===== config.mk =====
export PLATFORM = sky130hd
export DESIGN_NAME = smbus_host
export DESIGN_NICKNAME = d
export VERILOG_FILES = /design/src/rtl/smbh_pkg.sv /design/src/rtl/smbh_tick.sv /design/src/rtl/smbh_seq.sv /design/src/rtl/smbus_host.sv
export SDC_FILE = /design/constraint.sdc
export NUM_CORES = 1
export LEC_CHECK = 0
export ABC_AREA = 1
export CAP_MARGIN = 0
export CORE_MARGIN = 4
export CORE_UTILIZATION = 60
export CTS_BUF_LIST = sky130_fd_sc_hd__clkbuf_8
export DETAILED_ROUTE_END_ITERATION = 8
export DONT_BUFFER_PORTS = 1
export PLACE_DENSITY = 0.78
export SLEW_MARGIN = 30
export SYNTH_ARGS = -nofsm -noshare
export SYNTH_HDL_FRONTEND = slang
export SYNTH_SLANG_ARGS = --single-unit
export TNS_END_PERCENT = 1

===== constraint.sdc =====
create_clock -name clk -period 2.5 [get_ports clk]
set_clock_uncertainty 0.15 [all_clocks]
set_input_delay 0.375 -clock clk [delete_from_list [all_inputs] [get_ports clk]]
set_output_delay 0.375 -clock clk [all_outputs]
set_load 0.01 [all_outputs]

===== src/rtl/smbh_pkg.sv =====
package smbh_pkg;

  localparam logic [2:0] OFS_STAT = 3'd0;
  localparam logic [2:0] OFS_CTL  = 3'd1;
  localparam logic [2:0] OFS_ADR  = 3'd2;
  localparam logic [2:0] OFS_CMD  = 3'd3;
  localparam logic [2:0] OFS_DAT  = 3'd4;
  localparam logic [2:0] OFS_TLIM = 3'd5;

  localparam int unsigned CTL_GO = 6;

  localparam logic [2:0] PR_SHORT    = 3'b001;
  localparam logic [2:0] PR_BYTEDATA = 3'b010;

  typedef enum logic [2:0] {
    K_START, K_TXA_W, K_TXA_R, K_TXC, K_TXD, K_RX, K_STOP
  } kind_e;

  // Step list per protocol; rd is the direction bit of the address register
  function automatic kind_e step_kind(logic [2:0] proto, logic rd, logic [2:0] idx);
    kind_e k;
    k = K_STOP;
    if (proto == PR_SHORT) begin
      case (idx)
        3'd0: k = K_START;
        3'd1: k = rd ? K_TXA_R : K_TXA_W;
        3'd2: k = rd ? K_RX : K_TXC;
        default: k = K_STOP;
      endcase
    end else begin
      case (idx)
        3'd0: k = K_START;
        3'd1: k = K_TXA_W;
        3'd2: k = K_TXC;
        3'd3: k = rd ? K_START : K_TXD;
        3'd4: k = rd ? K_TXA_R : K_STOP;
        3'd5: k = rd ? K_RX : K_STOP;
        default: k = K_STOP;
      endcase
    end
    return k;
  endfunction

endpackage


===== src/rtl/smbh_tick.sv =====
module smbh_tick #(
  parameter int unsigned QDIV = 4
) (
  input  logic clk,
  input  logic rst_n,
  input  logic run,
  output logic tick
);
  localparam int unsigned CW = (QDIV > 1) ? $clog2(QDIV) : 1;
  localparam logic [CW-1:0] LAST = CW'(QDIV - 1);

  logic [CW-1:0] cnt_q, cnt_d;

  always_comb begin
    cnt_d = cnt_q;
    if (!run || cnt_q == LAST) cnt_d = '0;
    else                       cnt_d = cnt_q + 1'b1;
  end

  assign tick = run && (cnt_q == LAST);

  always_ff @(posedge clk or negedge rst_n) begin
    if (!rst_n) cnt_q <= '0;
    else        cnt_q <= cnt_d;
  end

  // quarter ticks never come closer than QDIV clocks
  a_r13_tick_gap: assert property (@(posedge clk) disable iff (!rst_n)
    (tick && QDIV > 1) |=> !tick);
endmodule


===== src/rtl/smbh_seq.sv =====
module smbh_seq
  import smbh_pkg::*;
(
  input  logic       clk,
  input  logic       rst_n,
  input  logic       go,
  input  logic       tick,
  input  logic [2:0] proto,
  input  logic [7:0] adr,
  input  logic [7:0] cmd,
  input  logic [7:0] dat,
  input  logic [7:0] tlim,
  input  logic       sda_in,
  output logic       busy,
  output logic       done_p,
  output logic       nack_p,
  output logic       tmo_p,
  output logic       rx_p,
  output logic [7:0] rx_byte,
  output logic       scl_low,
  output logic       sda_low
);
  logic       busy_q, busy_n;
  logic [2:0] idx_q, idx_n;
  logic [1:0] ph_q, ph_n;
  logic [3:0] bit_q, bit_n;
  logic [7:0] sh_q, sh_n;
  logic       stop_q, stop_n;
  logic       nack_q, nack_n;
  logic [7:0] tcnt_q, tcnt_n;
  logic       scl_q, sda_q, bstep_q;
  logic       dscl, dsda;

  kind_e      kind;
  logic       is_tx, is_rx, is_bit;
  logic [7:0] txb;

  assign kind   = stop_q ? K_STOP : step_kind(proto, adr[0], idx_q);
  assign is_tx  = kind inside {K_TXA_W, K_TXA_R, K_TXC, K_TXD};
  assign is_rx  = (kind == K_RX);
  assign is_bit = is_tx || is_rx;

  always_comb begin
    case (kind)
      K_TXA_W: txb = {adr[7:1], 1'b0};
      K_TXA_R: txb = {adr[7:1], 1'b1};
      K_TXD:   txb = dat;
      default: txb = cmd;
    endcase
  end

  // line levels for the current phase; registered below
  always_comb begin
    dscl = 1'b0;
    dsda = 1'b0;
    if (busy_q) begin
      case (kind)
        K_START: begin dscl = (ph_q == 2'd0) || (ph_q == 2'd3); dsda = ph_q[1]; end
        K_STOP:  begin dscl = (ph_q == 2'd0); dsda = !ph_q[1]; end
        default: begin
          dscl = (ph_q == 2'd0) || (ph_q == 2'd3);
          dsda = is_tx && (bit_q < 4'd8) && !txb[3'd7 - bit_q[2:0]];
        end
      endcase
    end
  end

  always_comb begin
    busy_n = busy_q; idx_n = idx_q; ph_n = ph_q; bit_n = bit_q; sh_n = sh_q;
    stop_n = stop_q; nack_n = nack_q; tcnt_n = tcnt_q;
    done_p = 1'b0; nack_p = 1'b0; tmo_p = 1'b0; rx_p = 1'b0;
    if (!busy_q) begin
      if (go) begin
        busy_n = 1'b1; idx_n = '0; ph_n = '0; bit_n = '0;
        stop_n = 1'b0; nack_n = 1'b0; tcnt_n = '0;
      end
    end else if (tick) begin
      ph_n = ph_q + 2'd1;
      if (ph_q == 2'd2 && is_bit) begin
        if (is_rx && bit_q < 4'd8)             sh_n = {sh_q[6:0], sda_in};
        if (is_tx && bit_q == 4'd8 && sda_in)  nack_n = 1'b1;
      end
      if (ph_q == 2'd3) begin
        tcnt_n = tcnt_q + 8'd1;
        if (tlim != 8'd0 && tcnt_n == tlim) begin
          busy_n = 1'b0;
          tmo_p  = 1'b1;
        end else begin
          case (kind)
            K_START: idx_n = idx_q + 3'd1;
            K_STOP: begin
              busy_n = 1'b0;
              if (nack_q) nack_p = 1'b1;
              else        done_p = 1'b1;
            end
            default: begin
              if (bit_q == 4'd8) begin
                bit_n = '0;
                if (is_rx)  rx_p = 1'b1;
                if (nack_q) stop_n = 1'b1;
                else        idx_n = idx_q + 3'd1;
              end else begin
                bit_n = bit_q + 4'd1;
              end
            end
          endcase
        end
      end
    end
  end

  always_ff @(posedge clk or negedge rst_n) begin
    if (!rst_n) begin
      busy_q <= 1'b0; idx_q <= '0; ph_q <= '0; bit_q <= '0; sh_q <= '0;
      stop_q <= 1'b0; nack_q <= 1'b0; tcnt_q <= '0;
      scl_q <= 1'b0; sda_q <= 1'b0; bstep_q <= 1'b0;
    end else begin
      busy_q <= busy_n; idx_q <= idx_n; ph_q <= ph_n; bit_q <= bit_n; sh_q <= sh_n;
      stop_q <= stop_n; nack_q <= nack_n; tcnt_q <= tcnt_n;
      scl_q <= dscl; sda_q <= dsda; bstep_q <= busy_q && is_bit;
    end
  end

  assign busy    = busy_q;
  assign rx_byte = sh_q;
  assign scl_low = scl_q;
  assign sda_low = sda_q;

  // inside a data/ack bit, SDA holds while SCL is released
  a_r13_sda_quiet: assert property (@(posedge clk) disable iff (!rst_n)
    (bstep_q && $past(bstep_q) && !scl_q && $past(!scl_q)) |-> $stable(sda_q));
  // idle for two cycles means both lines released
  a_r1_idle_release: assert property (@(posedge clk) disable iff (!rst_n)
    (!busy_q && $past(!busy_q)) |-> (!scl_q && !sda_q));
  // abort releases the bus two cycles later
  a_r10_tmo_release: assert property (@(posedge clk) disable iff (!rst_n)
    tmo_p |=> ##1 (!scl_q && !sda_q));
endmodule


===== src/rtl/smbus_host.sv =====
module smbus_host
  import smbh_pkg::*;
#(
  parameter int unsigned QDIV = 4
) (
  input  logic       clk,
  input  logic       rst_n,
  input  logic [2:0] reg_sel,
  input  logic       reg_wr,
  input  logic [7:0] reg_wdata,
  output logic [7:0] reg_rdata,
  input  logic       sda_in,
  output logic       scl_drive_low,
  output logic       sda_drive_low
);
  logic [1:0] rsync_q;
  logic       srst_n;

  always_ff @(posedge clk or negedge rst_n) begin
    if (!rst_n) rsync_q <= '0;
    else        rsync_q <= {rsync_q[0], 1'b1};
  end
  assign srst_n = rsync_q[1];

  logic [4:1] st_q, st_d;
  logic [2:0] proto_q, proto_d;
  logic [7:0] adr_q, adr_d, cmd_q, cmd_d, dat_q, dat_d, tlim_q, tlim_d;
  logic       busy, tick, done_p, nack_p, tmo_p, rx_p;
  logic [7:0] rx_byte;
  logic       start_req, code_ok, go, bad;
  logic [4:1] clr;

  assign start_req = reg_wr && (reg_sel == OFS_CTL) && reg_wdata[CTL_GO];
  assign code_ok   = (reg_wdata[4:2] == PR_SHORT) || (reg_wdata[4:2] == PR_BYTEDATA);
  assign go        = start_req && !busy && code_ok;
  assign bad       = start_req && !busy && !code_ok;
  assign clr       = (reg_wr && reg_sel == OFS_STAT) ? reg_wdata[4:1] : 4'd0;

  always_comb begin
    proto_d = proto_q; adr_d = adr_q; cmd_d = cmd_q; dat_d = dat_q; tlim_d = tlim_q;
    st_d = (st_q & ~clr) | {bad, tmo_p, nack_p, done_p};
    if (!busy && reg_wr) begin
      case (reg_sel)
        OFS_CTL:  proto_d = reg_wdata[4:2];
        OFS_ADR:  adr_d   = reg_wdata;
        OFS_CMD:  cmd_d   = reg_wdata;
        OFS_DAT:  dat_d   = reg_wdata;
        OFS_TLIM: tlim_d  = reg_wdata;
        default: ;
      endcase
    end
    if (rx_p) begin
      if (proto_q == PR_SHORT) cmd_d = rx_byte;
      else                     dat_d = rx_byte;
    end
  end

  always_ff @(posedge clk or negedge srst_n) begin
    if (!srst_n) begin
      st_q <= '0; proto_q <= '0; adr_q <= '0; cmd_q <= '0; dat_q <= '0; tlim_q <= '0;
    end else begin
      st_q <= st_d; proto_q <= proto_d; adr_q <= adr_d;
      cmd_q <= cmd_d; dat_q <= dat_d; tlim_q <= tlim_d;
    end
  end

  always_comb begin
    case (reg_sel)
      OFS_STAT: reg_rdata = {3'b000, st_q, busy};
      OFS_CTL:  reg_rdata = {3'b000, proto_q, 2'b00};
      OFS_ADR:  reg_rdata = adr_q;
      OFS_CMD:  reg_rdata = cmd_q;
      OFS_DAT:  reg_rdata = dat_q;
      OFS_TLIM: reg_rdata = tlim_q;
      default:  reg_rdata = 8'h00;
    endcase
  end

  smbh_tick #(.QDIV(QDIV)) u_tick (
    .clk(clk), .rst_n(srst_n), .run(busy), .tick(tick)
  );

  smbh_seq u_seq (
    .clk(clk), .rst_n(srst_n), .go(go), .tick(tick), .proto(proto_q),
    .adr(adr_q), .cmd(cmd_q), .dat(dat_q), .tlim(tlim_q), .sda_in(sda_in),
    .busy(busy), .done_p(done_p), .nack_p(nack_p), .tmo_p(tmo_p),
    .rx_p(rx_p), .rx_byte(rx_byte), .scl_low(scl_drive_low), .sda_low(sda_drive_low)
  );

  // an accepted start makes the engine busy on the next cycle
  a_r3_go_busy: assert property (@(posedge clk) disable iff (!srst_n)
    go |=> busy);
  // a bad code raises bit 4 and starts nothing
  a_r11_bad_code: assert property (@(posedge clk) disable iff (!srst_n)
    bad |=> (st_q[4] && !busy));
  // command register frozen against writes while busy
  a_r12_cmd_frozen: assert property (@(posedge clk) disable iff (!srst_n)
    (busy && !rx_p && reg_wr && reg_sel == OFS_CMD) |=> $stable(cmd_q));
  // done and a missing-ACK error never rise together
  a_r8_one_outcome: assert property (@(posedge clk) disable iff (!srst_n)
    $rose(st_q[1]) |-> !$rose(st_q[2]));
endmodule


# --- Word level (Yosys, flattened, before mapping) ---
# Index checks and enable logic that the tools add are counted.
totals:
  ramBits: 0
  reg_bits: 73
  word_cells: 195
  memories: 0
  latch_bits: 0
  inputBits: 15
  romBits: 0
classes:
  n_mul: 0
  eq_ne: 35
  add_sub_neg: 6
  div_mod_pow: 0
  n_bitwise: 3
  reduce_logical: 41
  shifts: 0
  n_lt_le_gt_ge: 2
  mux: 90
op_table:
  columns: ["operator", "n"]
  rows:
  - ["$mux W8", 12]
  - ["$pmux W8 S6", 1]
  - ["$mux W1", 45]
  - ["$mux W3", 12]
  - ["$mux W4", 8]
  - ["$pmux W8 S3", 1]
  - ["$eq A3 B2 Y1 const B", 7]
  - ["$eq A3 B3 Y1 const B", 7]
  - ["$ne A2 B2 Y1 const B", 9]
  - ["$pmux W3 S6", 1]
  - ["$eq A3 B1 Y1 const B", 5]
  - ["$logic_and A1 B1 Y1", 15]
  - ["$reduce_and A7 Y1", 2]
  - ["$mux W2", 6]
  - ["$logic_not A3 Y1", 3]
  - ["$pmux W3 S3", 1]
  - ["$add A8 B1 Y8 const B", 1]
  - ["$eq A8 B8 Y1", 1]
  - ["$reduce_and A2 Y1", 4]
  - ["$reduce_and A4 Y1", 2]
  - ["$reduce_bool A8 Y1", 1]
  - ["$eq A2 B2 Y1 const B", 3]
  - ["$ne A3 B3 Y1 const B", 2]
  - ["$pmux W3 S2", 1]
  - ["other kinds (20)", 27]

# --- Longest topological paths before layout ---
logic_depth:
  ltp_word: 13
  mapped_depth: 18
  mapped_depth_nobuf: 18

# --- By module ---
# A second synthesis with hierarchy kept.
unflattened:
  cells_unflattened: 632
  area_unflattened_um2: 4655.7
by_module_without_submodules:
  columns: ["mod", "seq_area_each_um2", "cells_each", "instances", "area_each_um2"]
  rows:
  - ["smbus_host", 1026.0, 312, 1, 2343.5]
  - ["smbh_seq", 750.7, 310, 1, 2223.4]
  - ["smbh_tick", 50.0, 10, 1, 88.8]

# --- Worst setup path after synthesis ---
# OpenSTA, ideal clock, no wires.
synth_timing:
  kind: "reg-to-reg"
  from: "reg u_seq.idx_q[0]"
  to: "reg u_seq.sda_q (netlist: u_seq.sda_low)"
  path_buffers: 0
  setup_slack_ps: 229
  synth_period_minus_slack_ps: 2271
  arrival_ps: 1999
  t_required_ps: 2229
  path_stages_with_launch: 15
  path_cell_list: "dfrtp_1 ha_1 ha_1 a21oi_1 nand2_1 o21ai_0 nor2_4 nor2_2 a21oi_1 nand3_1 nand2_1 nand2_1 nand3_1 nand3_1 nand2_1"
synth_via:
  elab_chain_cells: 12
synth_lines:
  columns: ["item", "line_no", "rtl"]
  rows:
  - ["start, declared", "smbh_seq.sv:24", "logic [2:0] idx_q, idx_n;"]
  - ["start signal, assigned", "smbh_seq.sv:118", "busy_q <= busy_n; idx_q <= idx_n; ph_q <= ph_n; bit_q <= bit_n; sh_q <= sh_n;"]
  - ["$eq A3 B3 Y1 (tied with other cells)", "smbh_pkg.sv:31", "case (idx)"]
  - ["$pmux W3 S6 or $pmux W3 S3 (tied branches)", "smbh_pkg.sv:31, smbh_pkg.sv:24", null]
  - ["$mux W3 *", "smbh_pkg.sv:23", "if (proto == PR_SHORT) begin"]
  - ["$mux W3 *", "smbh_seq.sv:38", "assign kind = stop_q ? K_STOP : step_kind(proto, adr[0], idx_q);"]
  - ["$eq A3 B3 Y1 (tied with other cells)", "smbh_seq.sv:39, smbh_seq.sv:44", null]
  - ["$pmux W8 S3", "smbh_seq.sv:44", "case (kind)"]
  - ["$bmux W1 S3", "smbh_seq.sv:62", "dsda = is_tx && (bit_q < 4'd8) && !txb[3'd7 - bit_q[2:0]];"]
  - ["$mux W1 (implied by the code)", "smbh_seq.sv:62", null]
  - ["$logic_not A1 Y1", "smbh_seq.sv:62", null]
  - ["$logic_and A1 B1 Y1", "smbh_seq.sv:62", null]
  - ["$pmux W1 S2 *", "smbh_seq.sv:57", "case (kind)"]
  - ["$mux W1 *", "smbh_seq.sv:56", "if (busy_q) begin"]
  - ["named net u_seq.dsda", "smbh_seq.sv:32", "logic dscl, dsda;"]
  - ["end signal, assigned", "smbh_seq.sv:120", "scl_q <= dscl; sda_q <= dsda; bstep_q <= busy_q && is_bit;"]
  - ["end, declared", "smbh_seq.sv:31", "logic scl_q, sda_q, bstep_q;"]
# The timed path passes the listed nets; every way through them passes the cells marked *. The select of a mux whose other input is x is not followed.
# A chain may end at the register's enable or synchronous reset.

# --- Final worst setup path ---
layout_timing:
  from: "reg u_seq.idx_q[1]"
  to: "reg dat_q[5]"
layout_via:
  elab_chain_cells: 13
layout_lines:
  columns: ["item", "line_no", "rtl"]
  rows:
  - ["$eq A3 B3 Y1 (tied with other cells)", "smbh_pkg.sv:31", null]
  - ["$pmux W3 S6 or $pmux W3 S3 (tied branches)", "smbh_pkg.sv:31, smbh_pkg.sv:24", null]
  - ["$mux W3 *", "smbh_pkg.sv:23", null]
  - ["$mux W3 *", "smbh_seq.sv:38", null]
  - ["$eq A3 B3 Y1", "smbh_seq.sv:40", "assign is_rx = (kind == K_RX);"]
  - ["$mux W1", "smbh_seq.sv:99", "if (is_rx) rx_p = 1'b1;"]
  - ["$mux W1", "smbh_seq.sv:97", "if (bit_q == 4'd8) begin"]
  - ["$mux W1 *", "smbh_seq.sv:89", "case (kind)"]
  - ["$mux W1 *", "smbh_seq.sv:85", "if (tlim != 8'd0 && tcnt_n == tlim) begin"]
  - ["$mux W1 *", "smbh_seq.sv:83", "if (ph_q == 2'd3) begin"]
  - ["$mux W1 *", "smbh_seq.sv:77", "end else if (tick) begin"]
  - ["$mux W1 *", "smbh_seq.sv:72", "if (!busy_q) begin"]
  - ["$mux W8 *", "smbus_host.sv:52", "if (rx_p) begin"]
  - ["named net dat_d[5]", "smbus_host.sv:27", "logic [7:0] adr_q, adr_d, cmd_q, cmd_d, dat_q, dat_d, tlim_q, tlim_d;"]
  - ["end signal, assigned", "smbus_host.sv:63", "cmd_q <= cmd_d; dat_q <= dat_d; tlim_q <= tlim_d;"]
  - ["end, declared", "smbus_host.sv:27", null]
# The timed path passes the listed nets; every way through them passes the cells marked *.

==> run summary <==
worst hold start = reg_wdata[3]
I/O Pins = 25
Ys Warns = 0
P_sw = 1.17 mW
Lkg Pwr = 2.35 nW
pwr/cell area = 625 nW/um^2
Starting Density = 0.625
Yosys reg bits = 73
Avg Inst Size Synth = 7.82 sq um
TritonCTS buffer count = 9
worst vdd ir = 0.472 mV
std cell rows = 30
final-report max-slew violation count = 0
clock latency on the worst-skew pair = 0.36 ns
area grow syn2layout = 18.0%
post-synthesis cell count = 552
fin crit period = 2.49 ns
top_reg_cell synth = dfrtp_1
Hold Crit Class = input port to register
part of the power in combinational logic = 0.275
vias in the first global route = 3686
Routed Antenna Nets = 0
Antenna Cells = 0
CTS H-tree depth = 3
Seq/Total Area, Yosys = 0.423
placed cell count = 653
largest net degree at the start of global routing = 72
Cell Count, Final, Fillers Out = 687
Overflow after GRT = 0
Mapped Nets = 578
First-pass DRT Iterations = 5
CTS tree = built
Relative slew margins = 0.596
clock sinks = 73
MaxCap Viol Count = 0
number of synthesized flops with an enable pin = 0
core box area = 6910 sq um
Final Hold Fails = 0
commonest non-fill, non-tap cells in the layout = nand2_1, dfrtp_1, inv_1
RePlAce Congestion = 0.946
initial antenna violation count = 0
proportion of layout cells with a drive suffix above 1 = 0.201
Clock Tree Root = clkbuf_8
Distinct cells, synth = 39
critical path type = register to register
first-pass GRT wire length = 18700 microns
Avg WL per Cell = 17.7 microns
GRT Total Usage = 0.282
required time worst endpoint = 2.60 ns
Routed WL = 12200 microns
Port Buffer Count = 0
detailed-route vias per instance = 5.97
CP arrival = 2.59 ns
Finished Core Util = 0.737
Die X = 92.8 microns
status = finished clean
RSZ-0062 raised after global routing = true
CP max FO = 8
Clk pwr share = 0.253
Final Setup Violations = 0
final worst slack = 0.00991 ns
worst flop-to-flop path startpoint = u_seq.idx_q[1]$_DFFE_PN0P_
synthesized cell area = 4320 sq um
Reg clk slew, reported paths = 0.08 ns
Setup crit end kind = register
dpl hpwl = 8460 microns
maximum clock rate = 402 MHz
Post-synth ARST share = 1.00
vias post-DR = 4101
CTS Buffer Depth = 2
Worst setup SP type = register
post-place setup slack = -0.0454 ns
die area = 8610 sq um
most common cell after layout, fill and taps aside = nand2_1
Reg power frac = 0.472
Nets = 612
Iter 0 DRT Violations = 308
Design Power = 3.18 mW
Die Ht = 92.8 microns
fin crit share = 0.996
Cell Int Power = 2.02 mW
switching share of total power = 0.367
crit path from = u_seq.idx_q[1]$_DFFE_PN0P_
drt drc = 0
Worst Max-Slew Pin Slew = 0.602 ns
## per-stage QoR
stage / hold slack, ns / setup TNS [ns] / cell area, sq um
global route: 0.0129 / -1.21 / 5090
floorplan: -0.0706 / 0 / 4320
finish: 0.0129 / 0 / 5090
global placement: -0.0705 / 0 / 4530
detailed placement: -0.0705 / -0.0454 / 4530
CTS: 0.000931 / 0 / 4780
## cell usage after synthesis, types with 2 or more instances
master	count	area share
nand4_1	7	0.010
xnor2_1	2	0.0041
a21oi_1	16	0.019
nor2_4	3	0.0078
o22ai_1	7	0.010
xor2_1	6	0.012
nor3b_1	2	0.0035
nand3_1	43	0.050
o21ai_2	21	0.043
nand2_2	6	0.0087
inv_1	68	0.059
ha_1	11	0.032
a221oi_1	3	0.0061
nor2_2	5	0.0072
o21ai_1	5	0.0058
nor3_4	2	0.0075
nor3_2	3	0.0070
o211ai_1	4	0.0070
dfrtp_1	73	0.42
clkbuf_1	7	0.0061
nor2_1	30	0.026
o2111ai_1	3	0.0061
nor4_1	4	0.0058
a22oi_1	5	0.0087
nand3_2	4	0.0093
buf_6	3	0.0078
nor3_1	3	0.0035
a21oi_2	3	0.0061
nand2_1	142	0.12
o21ai_0	52	0.060
## state kept, by name, indices dropped and copies added (netlist names), 2 cells and up
register       cells
dat_q              8
u_seq.ph_q         2
u_seq.tcnt_q       8
u_tick.cnt_q       2
adr_q              8
u_seq.bit_q        4
u_seq.idx_q        3
st_q               4
rsync_q            2
cmd_q              8
proto_q            3
tlim_q             8
u_seq.rx_byte      8
## power by group through the flow
stage	sequential, mW	clock, mW	combinational, mW
final	1.50	0.807	0.874
after global routing	1.51	0.874	0.962
after CTS	1.49	0.819	0.758
after detailed placement	1.51	0	0.739
after global placement	1.51	0	0.720
after floorplan	1.47	0	0.544
## worst max-delay path, cell delays in order, from the launching register on
cell and delay [ns]:
dfrtp_2 0.46, buf_6 0.14, ha_4 0.17, nand2_4 0.09, nand2_2 0.05, nand2_2 0.07, nand3_2 0.07, nand2_2 0.11
nand2_4 0.09, nor2_4 0.13, nand2_2 0.09, nor3_4 0.26, nand3_4 0.16, buf_12 0.18, o211ai_1 0.08, o21ai_1 0.09
## final cells by class
type                    instances  area [sq um]
inverters                      70           265
fillers                       549          1810
flip-flops and latches         73          1830
repair buffers                 33           347
well taps                      96           120
multi-input cells             399          2360
clock inverters                 7          41.3
clock buffers                   9           124
## worst paths after layout
kind | to | slack, ns | cells past startpoint
worst max register to register | dat_q[5]$_DFF_PN0_ | 0.01 | 15
min in group asynchronous | rsync_q[0]$_DFF_PN0_ | 0.09 | 1
max in group asynchronous | u_seq.idx_q[1]$_DFFE_PN0P_ | 1.72 | 1
worst min register to register | dat_q[5]$_DFF_PN0_ | 0.14 | 1
worst max-delay path | dat_q[5]$_DFF_PN0_ | 0.01 | 15
worst min-delay path | tlim_q[3]$_DFFE_PN0P_ | 0.01 | 2
## routing by layer
layer / vias to the layer above / global-route usage / share of wire
li1: 1902 / - / -
met1: 1986 / 0.390 / 0.42
met2: 178 / 0.448 / 0.48
met3: 35 / 0.0382 / 0.069
met4: 0 / 0.115 / 0.032
met5: - / 0 / 0
## timing repair
item / CTS / global route
endpoints found under the hold margin: 9 / 0
hold buffers: 8 / 0
resized for setup: 4 / 51
gates cloned: 0 / 1
buffers inserted: 0 / 9
pin swaps: 0 / 17
endpoints found under the setup margin: 1 / 36
## cells by family (layout without fill, tap and decap cells)
group	count (synthesis)	after routing	share of synthesized area
flip-flops	73	73	0.423
AND/OR/NAND/NOR	257	257	0.276
XOR/XNOR	8	8	0.0162
AO/OA/AOI/OAI	122	122	0.177
buffers and inverters	80	119	0.0748
other	1	1	0.000869
adder cells (fa/ha/maj)	11	11	0.0319
Note: power is estimated with default switching activity, not from simulation.
